==> src/rtl/sram_pipe_pkg.sv <==
// Shared constants and the cycle classification used by the SRAM core.
// Assumes four lanes of nine bits and a two-bit burst sequence by default.
package sram_pipe_pkg;
    localparam int LANES   = 4;
    localparam int LANE_W  = 9;
    localparam int WORD_W  = LANES * LANE_W;
    localparam int BURST_W = 2;
    localparam int ADDR_W  = 6;

    // Kind of cycle decoded from the strobes, selects and advance input.
    typedef enum logic [2:0] {
        CY_IDLE,
        CY_DESEL,
        CY_START_RD,
        CY_START_ACC,
        CY_ADVANCE,
        CY_SUSPEND
    } cyc_kind_e;
endpackage

==> src/rtl/sram_burst_seq.sv <==
// Burst address generator: combines the captured start address with the
// burst step, in linear or exclusive-or order on the low BURST_W bits.
// Assumes ADDR_W >= BURST_W; the upper bits are taken from the start.
module sram_burst_seq #(
    parameter int ADDR_W  = 6,
    parameter int BURST_W = 2
) (
    input  logic [ADDR_W-1:0]  base,
    input  logic [BURST_W-1:0] step,
    input  logic               use_xor,
    output logic [ADDR_W-1:0]  addr
);
    logic [BURST_W-1:0] low_lin;
    logic [BURST_W-1:0] low_xor;
    logic [BURST_W-1:0] low_sel;

    // Both burst orders on the low bits, then pick one.
    always_comb begin
        low_lin = base[BURST_W-1:0] + step;
        low_xor = base[BURST_W-1:0] ^ step;
        low_sel = use_xor ? low_xor : low_lin;
    end

    generate
        if (ADDR_W > BURST_W) begin : g_upper
            // Upper bits stay fixed for the whole burst.
            assign addr = {base[ADDR_W-1:BURST_W], low_sel};
        end else begin : g_only_low
            // Whole address is the burst field.
            assign addr = low_sel;
        end
    endgenerate
endmodule

==> src/rtl/sram_cmd_reg.sv <==
// Input stage: decodes strobes, selects and advance into a cycle kind,
// qualifies the lane writes, and registers the access for the array.
// Assumes inputs are stable around the rising edge; reset is synchronous.
module sram_cmd_reg
    import sram_pipe_pkg::*;
#(
    parameter int ADDR_W  = 6,
    parameter int LANES   = 4,
    parameter int LANE_W  = 9,
    parameter int BURST_W = 2,
    localparam int WORD_W = LANES * LANE_W
) (
    input  logic              clk,
    input  logic              rst_n,
    input  logic [ADDR_W-1:0] addr,
    input  logic              strb_host_n,
    input  logic              strb_ctl_n,
    input  logic              step_n,
    input  logic              cs_a_n,
    input  logic              cs_b,
    input  logic              cs_c_n,
    input  logic              wr_all_n,
    input  logic              wr_lanes_n,
    input  logic [LANES-1:0]  lane_en_n,
    input  logic [WORD_W-1:0] wdata,
    input  logic              burst_xor,
    output logic              acc_valid,
    output logic [ADDR_W-1:0] acc_addr,
    output logic [LANES-1:0]  acc_wmask,
    output logic [WORD_W-1:0] acc_wdata
);
    cyc_kind_e          kind;
    logic               start;
    logic               chosen;
    logic               may_write;
    logic               act_q;
    logic [ADDR_W-1:0]  base_q;
    logic [BURST_W-1:0] step_q;
    logic [ADDR_W-1:0]  base_nx;
    logic [BURST_W-1:0] step_nx;
    logic [ADDR_W-1:0]  seq_addr;
    logic [LANES-1:0]   lane_req;

    // Classify the current cycle from the control inputs.
    always_comb begin
        start  = !strb_host_n || !strb_ctl_n;
        chosen = !cs_a_n && cs_b && !cs_c_n;
        if (start) begin
            if (!chosen)          kind = CY_DESEL;
            else if (!strb_host_n) kind = CY_START_RD;
            else                   kind = CY_START_ACC;
        end else if (act_q) begin
            kind = step_n ? CY_SUSPEND : CY_ADVANCE;
        end else begin
            kind = CY_IDLE;
        end
        may_write = (kind == CY_START_ACC) || (kind == CY_ADVANCE) ||
                    (kind == CY_SUSPEND);
    end

    // Per-lane write request: all-lane write, or qualified lane enable.
    generate
        for (genvar g = 0; g < LANES; g++) begin : g_lane_req
            assign lane_req[g] = !wr_all_n || (!wr_lanes_n && !lane_en_n[g]);
        end
    endgenerate

    // Next burst start and step for this cycle.
    always_comb begin
        base_nx = base_q;
        step_nx = step_q;
        if (kind == CY_START_RD || kind == CY_START_ACC) begin
            base_nx = addr;
            step_nx = '0;
        end else if (kind == CY_ADVANCE) begin
            step_nx = step_q + 1'b1;
        end
    end

    sram_burst_seq #(
        .ADDR_W (ADDR_W),
        .BURST_W(BURST_W)
    ) u_seq (
        .base   (base_nx),
        .step   (step_nx),
        .use_xor(burst_xor),
        .addr   (seq_addr)
    );

    // Register the decoded access and the burst state.
    always_ff @(posedge clk) begin
        if (!rst_n) begin
            act_q     <= 1'b0;
            base_q    <= '0;
            step_q    <= '0;
            acc_addr  <= '0;
            acc_wmask <= '0;
            acc_wdata <= '0;
        end else begin
            if (kind == CY_START_RD || kind == CY_START_ACC) act_q <= 1'b1;
            else if (kind == CY_DESEL)                        act_q <= 1'b0;
            base_q    <= base_nx;
            step_q    <= step_nx;
            acc_addr  <= seq_addr;
            acc_wmask <= may_write ? lane_req : '0;
            acc_wdata <= wdata;
        end
    end

    assign acc_valid = act_q;

    a_r6_desel_no_access: assert property (@(posedge clk) disable iff (!rst_n)
        (start && !chosen) |=> (!acc_valid && acc_wmask == '0));

    a_r10_host_start_reads: assert property (@(posedge clk) disable iff (!rst_n)
        (!strb_host_n && chosen) |=> (acc_valid && acc_wmask == '0));

    a_r3_all_lanes: assert property (@(posedge clk) disable iff (!rst_n)
        (may_write && !wr_all_n) |=> (&acc_wmask));

    a_r13_suspend_holds: assert property (@(posedge clk) disable iff (!rst_n)
        (kind == CY_SUSPEND) |=> $stable(acc_addr));

    a_r11_linear_step: assert property (@(posedge clk) disable iff (!rst_n)
        (kind == CY_ADVANCE && !burst_xor) |=>
        (acc_addr[BURST_W-1:0] == BURST_W'($past(acc_addr[BURST_W-1:0]) + 1'b1)));
endmodule

==> src/rtl/sram_lane_array.sv <==
// Storage split into lanes, each with its own write enable, plus the
// registered read output. Writes land at the edge that ends the access cycle,
// so a read captured at that same edge sees the new data one cycle later.
// Assumes the mask is zero whenever no access is valid.
module sram_lane_array #(
    parameter int ADDR_W = 6,
    parameter int LANES  = 4,
    parameter int LANE_W = 9,
    localparam int WORD_W = LANES * LANE_W,
    localparam int DEPTH  = 1 << ADDR_W
) (
    input  logic              clk,
    input  logic              rst_n,
    input  logic              acc_valid,
    input  logic              acc_rd,
    input  logic [ADDR_W-1:0] acc_addr,
    input  logic [LANES-1:0]  acc_wmask,
    input  logic [WORD_W-1:0] acc_wdata,
    output logic [WORD_W-1:0] rdata
);
    generate
        for (genvar g = 0; g < LANES; g++) begin : g_lane
            logic [LANE_W-1:0] mem [DEPTH];
            logic [LANE_W-1:0] rd_q;

            // Lane write when its mask bit is set.
            always_ff @(posedge clk) begin
                if (acc_valid && acc_wmask[g])
                    mem[acc_addr] <= acc_wdata[g*LANE_W +: LANE_W];
            end

            // Lane output register, loaded only by a read.
            always_ff @(posedge clk) begin
                if (!rst_n)      rd_q <= '0;
                else if (acc_rd) rd_q <= mem[acc_addr];
            end

            assign rdata[g*LANE_W +: LANE_W] = rd_q;
        end
    endgenerate

    a_r2_output_holds: assert property (@(posedge clk) disable iff (!rst_n)
        !acc_rd |=> $stable(rdata));
endmodule

==> src/rtl/sram_drive_pipe.sv <==
// Output driver enable with one extra cycle after a deselect or idle cycle
// that follows a read, then masked by the asynchronous output enable.
// Assumes acc_rd implies acc_valid.
module sram_drive_pipe (
    input  logic clk,
    input  logic rst_n,
    input  logic acc_valid,
    input  logic acc_rd,
    input  logic out_en_n,
    output logic drive_en
);
    logic drv_main;
    logic drv_ext;

    // Main enable follows reads; extension covers one cycle without access.
    always_ff @(posedge clk) begin
        if (!rst_n) begin
            drv_main <= 1'b0;
            drv_ext  <= 1'b0;
        end else begin
            drv_main <= acc_rd;
            drv_ext  <= drv_main && !acc_valid;
        end
    end

    assign drive_en = (drv_main || drv_ext) && !out_en_n;

    a_r8_extension_single: assert property (@(posedge clk) disable iff (!rst_n)
        drv_ext |=> !drv_ext);

    a_r8_write_not_driven: assert property (@(posedge clk) disable iff (!rst_n)
        (acc_valid && !acc_rd) |=> !drive_en);

    a_r9_oe_masks: assert property (@(posedge clk) disable iff (!rst_n)
        out_en_n |-> !drive_en);
endmodule

==> src/rtl/sram_pipe_core.sv <==
// Top of the pipelined SRAM core: input stage, lane storage with output
// register, and the driver enable pipeline.
// Assumes synchronous active-low reset and a single clock.
module sram_pipe_core
    import sram_pipe_pkg::*;
#(
    parameter int ADDR_W  = sram_pipe_pkg::ADDR_W,
    parameter int LANES   = sram_pipe_pkg::LANES,
    parameter int LANE_W  = sram_pipe_pkg::LANE_W,
    parameter int BURST_W = sram_pipe_pkg::BURST_W,
    localparam int WORD_W = LANES * LANE_W
) (
    input  logic              clk,
    input  logic              rst_n,
    input  logic [ADDR_W-1:0] addr,
    input  logic              strb_host_n,
    input  logic              strb_ctl_n,
    input  logic              step_n,
    input  logic              cs_a_n,
    input  logic              cs_b,
    input  logic              cs_c_n,
    input  logic              wr_all_n,
    input  logic              wr_lanes_n,
    input  logic [LANES-1:0]  lane_en_n,
    input  logic [WORD_W-1:0] wdata,
    input  logic              out_en_n,
    input  logic              burst_xor,
    output logic [WORD_W-1:0] rdata,
    output logic              drive_en
);
    logic              acc_valid;
    logic              acc_rd;
    logic [ADDR_W-1:0] acc_addr;
    logic [LANES-1:0]  acc_wmask;
    logic [WORD_W-1:0] acc_wdata;

    sram_cmd_reg #(
        .ADDR_W (ADDR_W),
        .LANES  (LANES),
        .LANE_W (LANE_W),
        .BURST_W(BURST_W)
    ) u_cmd (
        .clk        (clk),
        .rst_n      (rst_n),
        .addr       (addr),
        .strb_host_n(strb_host_n),
        .strb_ctl_n (strb_ctl_n),
        .step_n     (step_n),
        .cs_a_n     (cs_a_n),
        .cs_b       (cs_b),
        .cs_c_n     (cs_c_n),
        .wr_all_n   (wr_all_n),
        .wr_lanes_n (wr_lanes_n),
        .lane_en_n  (lane_en_n),
        .wdata      (wdata),
        .burst_xor  (burst_xor),
        .acc_valid  (acc_valid),
        .acc_addr   (acc_addr),
        .acc_wmask  (acc_wmask),
        .acc_wdata  (acc_wdata)
    );

    // A valid access with no lane written is a read.
    assign acc_rd = acc_valid && (acc_wmask == '0);

    sram_lane_array #(
        .ADDR_W(ADDR_W),
        .LANES (LANES),
        .LANE_W(LANE_W)
    ) u_array (
        .clk      (clk),
        .rst_n    (rst_n),
        .acc_valid(acc_valid),
        .acc_rd   (acc_rd),
        .acc_addr (acc_addr),
        .acc_wmask(acc_wmask),
        .acc_wdata(acc_wdata),
        .rdata    (rdata)
    );

    sram_drive_pipe u_drive (
        .clk      (clk),
        .rst_n    (rst_n),
        .acc_valid(acc_valid),
        .acc_rd   (acc_rd),
        .out_en_n (out_en_n),
        .drive_en (drive_en)
    );
endmodule

==> config.mk <==
export PLATFORM = sky130hd
export DESIGN_NAME = sram_pipe_core
export DESIGN_NICKNAME = d
export VERILOG_FILES = /design/src/rtl/sram_pipe_pkg.sv /design/src/rtl/sram_burst_seq.sv /design/src/rtl/sram_cmd_reg.sv /design/src/rtl/sram_lane_array.sv /design/src/rtl/sram_drive_pipe.sv /design/src/rtl/sram_pipe_core.sv
export SDC_FILE = /design/constraint.sdc
export NUM_CORES = 2
export LEC_CHECK = 0
export CORE_UTILIZATION = 50
export DETAILED_ROUTE_END_ITERATION = 10
export HOLD_SLACK_MARGIN = 0.02
export PLACE_DENSITY = 0.66
export SETUP_SLACK_MARGIN = 0.02
export SYNTH_ARGS = -nofsm -noshare
export SYNTH_HDL_FRONTEND = slang
export SYNTH_HIERARCHICAL = 1
export SYNTH_SLANG_ARGS = --single-unit
==> constraint.sdc <==
create_clock -name clk -period 3.2 [get_ports clk]
set_clock_uncertainty 0.05 [all_clocks]
set_input_delay 0.64 -clock clk [delete_from_list [all_inputs] [get_ports clk]]
set_output_delay 0.64 -clock clk [all_outputs]
set_load 0.005 [all_outputs]
==> results.cfg <==
[yosys]
synth_top_area_frac = 0.746
syn_area_per_cell_um2 = 17.4
synthTopCellsByCount = edfxtp_1, nor2_1, mux2i_1, a221oi_1, a22oi_1
seq_area_frac_synth = 0.766
syn_nets = 5386
async_reset_ff_frac = 0
syn_area_um2 = 92800
synth_edf_count = 2304
yosysMostFrequentCell = edfxtp_1
synth_cells = 5327
yosysUniqueCellTypes = 85
yosysTopAreaCell = edfxtp_1
ys_seq_elements = 2397
synth_area_leaders = edfxtp_1, mux2i_1, a221oi_1
synthFlopType = edfxtp_1
yosys_warnings = 6

[global_routing]
antenna_found_initial = 10
overflow = 0
met3_usage = 0.0624
grt_max_degree = 65
grt_util_met2 = 0.474
grt_pass1_wl_um = 405000
grt_pass1_vias = 54508
use_met1 = 0.410
grt-busiest-layer = met2
grt_usage = 0.305

[routing]
wire_per_inst_um = 33.7
num_vias = 56335
remaining_drc_errors = 0
drt_iter0_markers = 9012
drt_pass1_iterations = 8
post_drt_via_cell_ratio = 6.61
ant_nets = 0
finalWirelength_um = 287000

[clocking]
ctsHoldBuffers = 0
clk_latency_ns = 0.88
clk_pin_slew_ns = 0.06
htree_levels = 4
cts.sinks = 2397
cts_tree = built
postCtsSetupBuffers = 0
clock_path_buffers = 3
cts_root_buffer = clkbuf_16
cts_inserted_buffers = 230

[run]
maxCapViolations = 0

[placement]
io_buffers = 94
routabilityCongestion = 0.915
placed_cells = 8081
post-dp-hpwl_um = 178000

[pwr]
cellPowerDensity_nw_per_um2 = 600
p_leak_uw = 0.0345
irDropWorstVdd_uv = 473
p_total_uw = 64500

[floorplan]
initial_core_util = 0.505
core_area_um2 = 184000
die_h_um = 433
ios = 95
die_area_um2 = 187000
row_count = 157
die_w_um = 433

[run_status]
status = complete, no violations

[final_layout]
utilization = 0.586
layout-drive-gt1-share = 0.212
layout.nets = 5908
fillers = 13497
area_growth_pct = 16.0
regArea_um2 = 71100
final_cells = 8521
multi_input_area_um2 = 19500

[timing]
final-setup-viol-count = 0
max_slew_margin = 0.159
period_minus_slack_ns = 3.07
finalCritPeriodShare = 0.959
setup-tns-final_ns = 0
max_freq_ghz = 0.326
finalHoldViolations = 0
worst_slew_pin_slew_ns = 1.26
slew_viol_final = 0
rsz0062_at_grt = false

[setup_path]
cp-start-kind = flip-flop
slowest_stage = dfxtp_4
arrival_ns = 3.77
path_max_fanout = 23
crit-reg2reg-launch = u_cmd/acc_addr[1]$_SDFF_PN0_
crit_required_ns = 3.90
ff2ff_setup_slack_ns = 0.13
cp_cell_sequence = buf_12 > mux2_2 > a221oi_1 > o22ai_1 > a22oi_1 > o2111ai_1 > o221a_2
startpoint = u_cmd/acc_addr[1]$_SDFF_PN0_
slowest_delay_ns = 0.58
crit_path_end_kind = flip-flop
path_class = flip-flop to flip-flop

[worst_hold_path]
hp-start = wdata[7]
timing.hold.worst.class = input port to flip-flop
## path summary, 6_finish.rpt
kind	cells after the start	endpoint
worst min register to register	2	u_cmd/base_q[3]$_SDFF_PN0_
worst max-delay path	7	u_array/g_lane[2].rd_q[5]$_SDFFE_PN0P_
worst min-delay path	2	u_cmd/acc_wdata[7]$_SDFF_PN0_
worst max register to register	7	u_array/g_lane[2].rd_q[5]$_SDFFE_PN0P_
## final cells by class
| class | instances | area share |
|---|---|---|
| clock buffer | 284 | 0.0561 |
| inverter | 6 | 0.000326 |
| clock inverter | 151 | 0.0145 |
| antenna | 5 | 0.000116 |
| multi-input combinational | 2527 | 0.181 |
| tap | 2464 | 0.0286 |
| timing repair buffer | 687 | 0.0582 |
| sequential | 2397 | 0.661 |
## where the power goes
part / internal [uW] / leakage [uW] / switching, uW
combinational: 793 / 0.00889 / 1520
sequential: 34400 / 0.0219 / 322
clock: 15600 / 0.00372 / 11900
## per-stage QoR
| stage | hold slack [ns] | worst slack, ns | instance area (um2) |
|---|---|---|---|
| 2_1_floorplan | 0.382 | 0.811 | 92800 |
| 3_3_place_gp | 0.392 | 0.147 | 100000 |
| 3_5_place_dp | 0.403 | 0.113 | 100000 |
| 4_1_cts | 0.231 | 0.0628 | 108000 |
| 5_1_grt | 0.288 | 0.0809 | 108000 |
| 6_report | 0.290 | 0.132 | 108000 |
## worst max-delay path: cells and delay by family, from the launching register on
family / cells / cell delay, ns
buf+inv: 1 / 0.27
mux: 1 / 0.36
compound gates: 5 / 1.64
flops: 1 / 0.58
## layer usage
metal / share of wire / wire, um
met3: 0.12 / 33200
met4: 0.053 / 15200
met1: 0.37 / 105000
met5: 0.00031 / 89
met2: 0.47 / 134000
## cell families after synthesis
group | count (synthesis) | share of synthesized area
AO/OA/AOI/OAI | 1241 | 0.0986
buffers and inverters | 403 | 0.0253
adder cells (fa/ha/maj) | 1 | 0.000135
XOR/XNOR | 3 | 0.000283
multiplexers | 591 | 0.0770
AND/OR/NAND/NOR | 691 | 0.0329
flip-flops | 2397 | 0.766
## sequential cells by signal, summed over array words and instances (netlist names)
signal,cells
u_cmd/acc_valid,1
u_drive/drv_main,1
u_cmd/acc_wmask,4
u_cmd/base_q,6
u_drive/drv_ext,1
u_cmd/acc_addr,6
u_array/g_lane.rd_q,36
u_array/g_lane.mem,2304
u_cmd/step_q,2
u_cmd/acc_wdata,36
## timing repair
action                     4_1_cts  5_1_grt
hold endpoints to repair         0        0
resized for setup                0        1
setup endpoints to repair        0        5
## placed cells by master (no fill, tap or decap), drive strengths merged, types with 13 or more instances in the layout
master	count
a21oi	154
a221o	56
a221oi	242
a222oi	25
a22o	77
a22oi	227
a31oi	55
and2	56
buf	594
bufinv	27
clkbuf	284
clkdlybuf4s50	93
clkinv	102
dfxtp	93
edfxtp	2304
inv	20
mux2	182
mux2i	330
mux4	79
nand2	158
nand3	39
nor2	357
nor3	14
o21a	13
o21ai	158
o22a	23
o22ai	106
o2bb2ai	15
No activity file was read; power rests on OpenSTA's default activity.
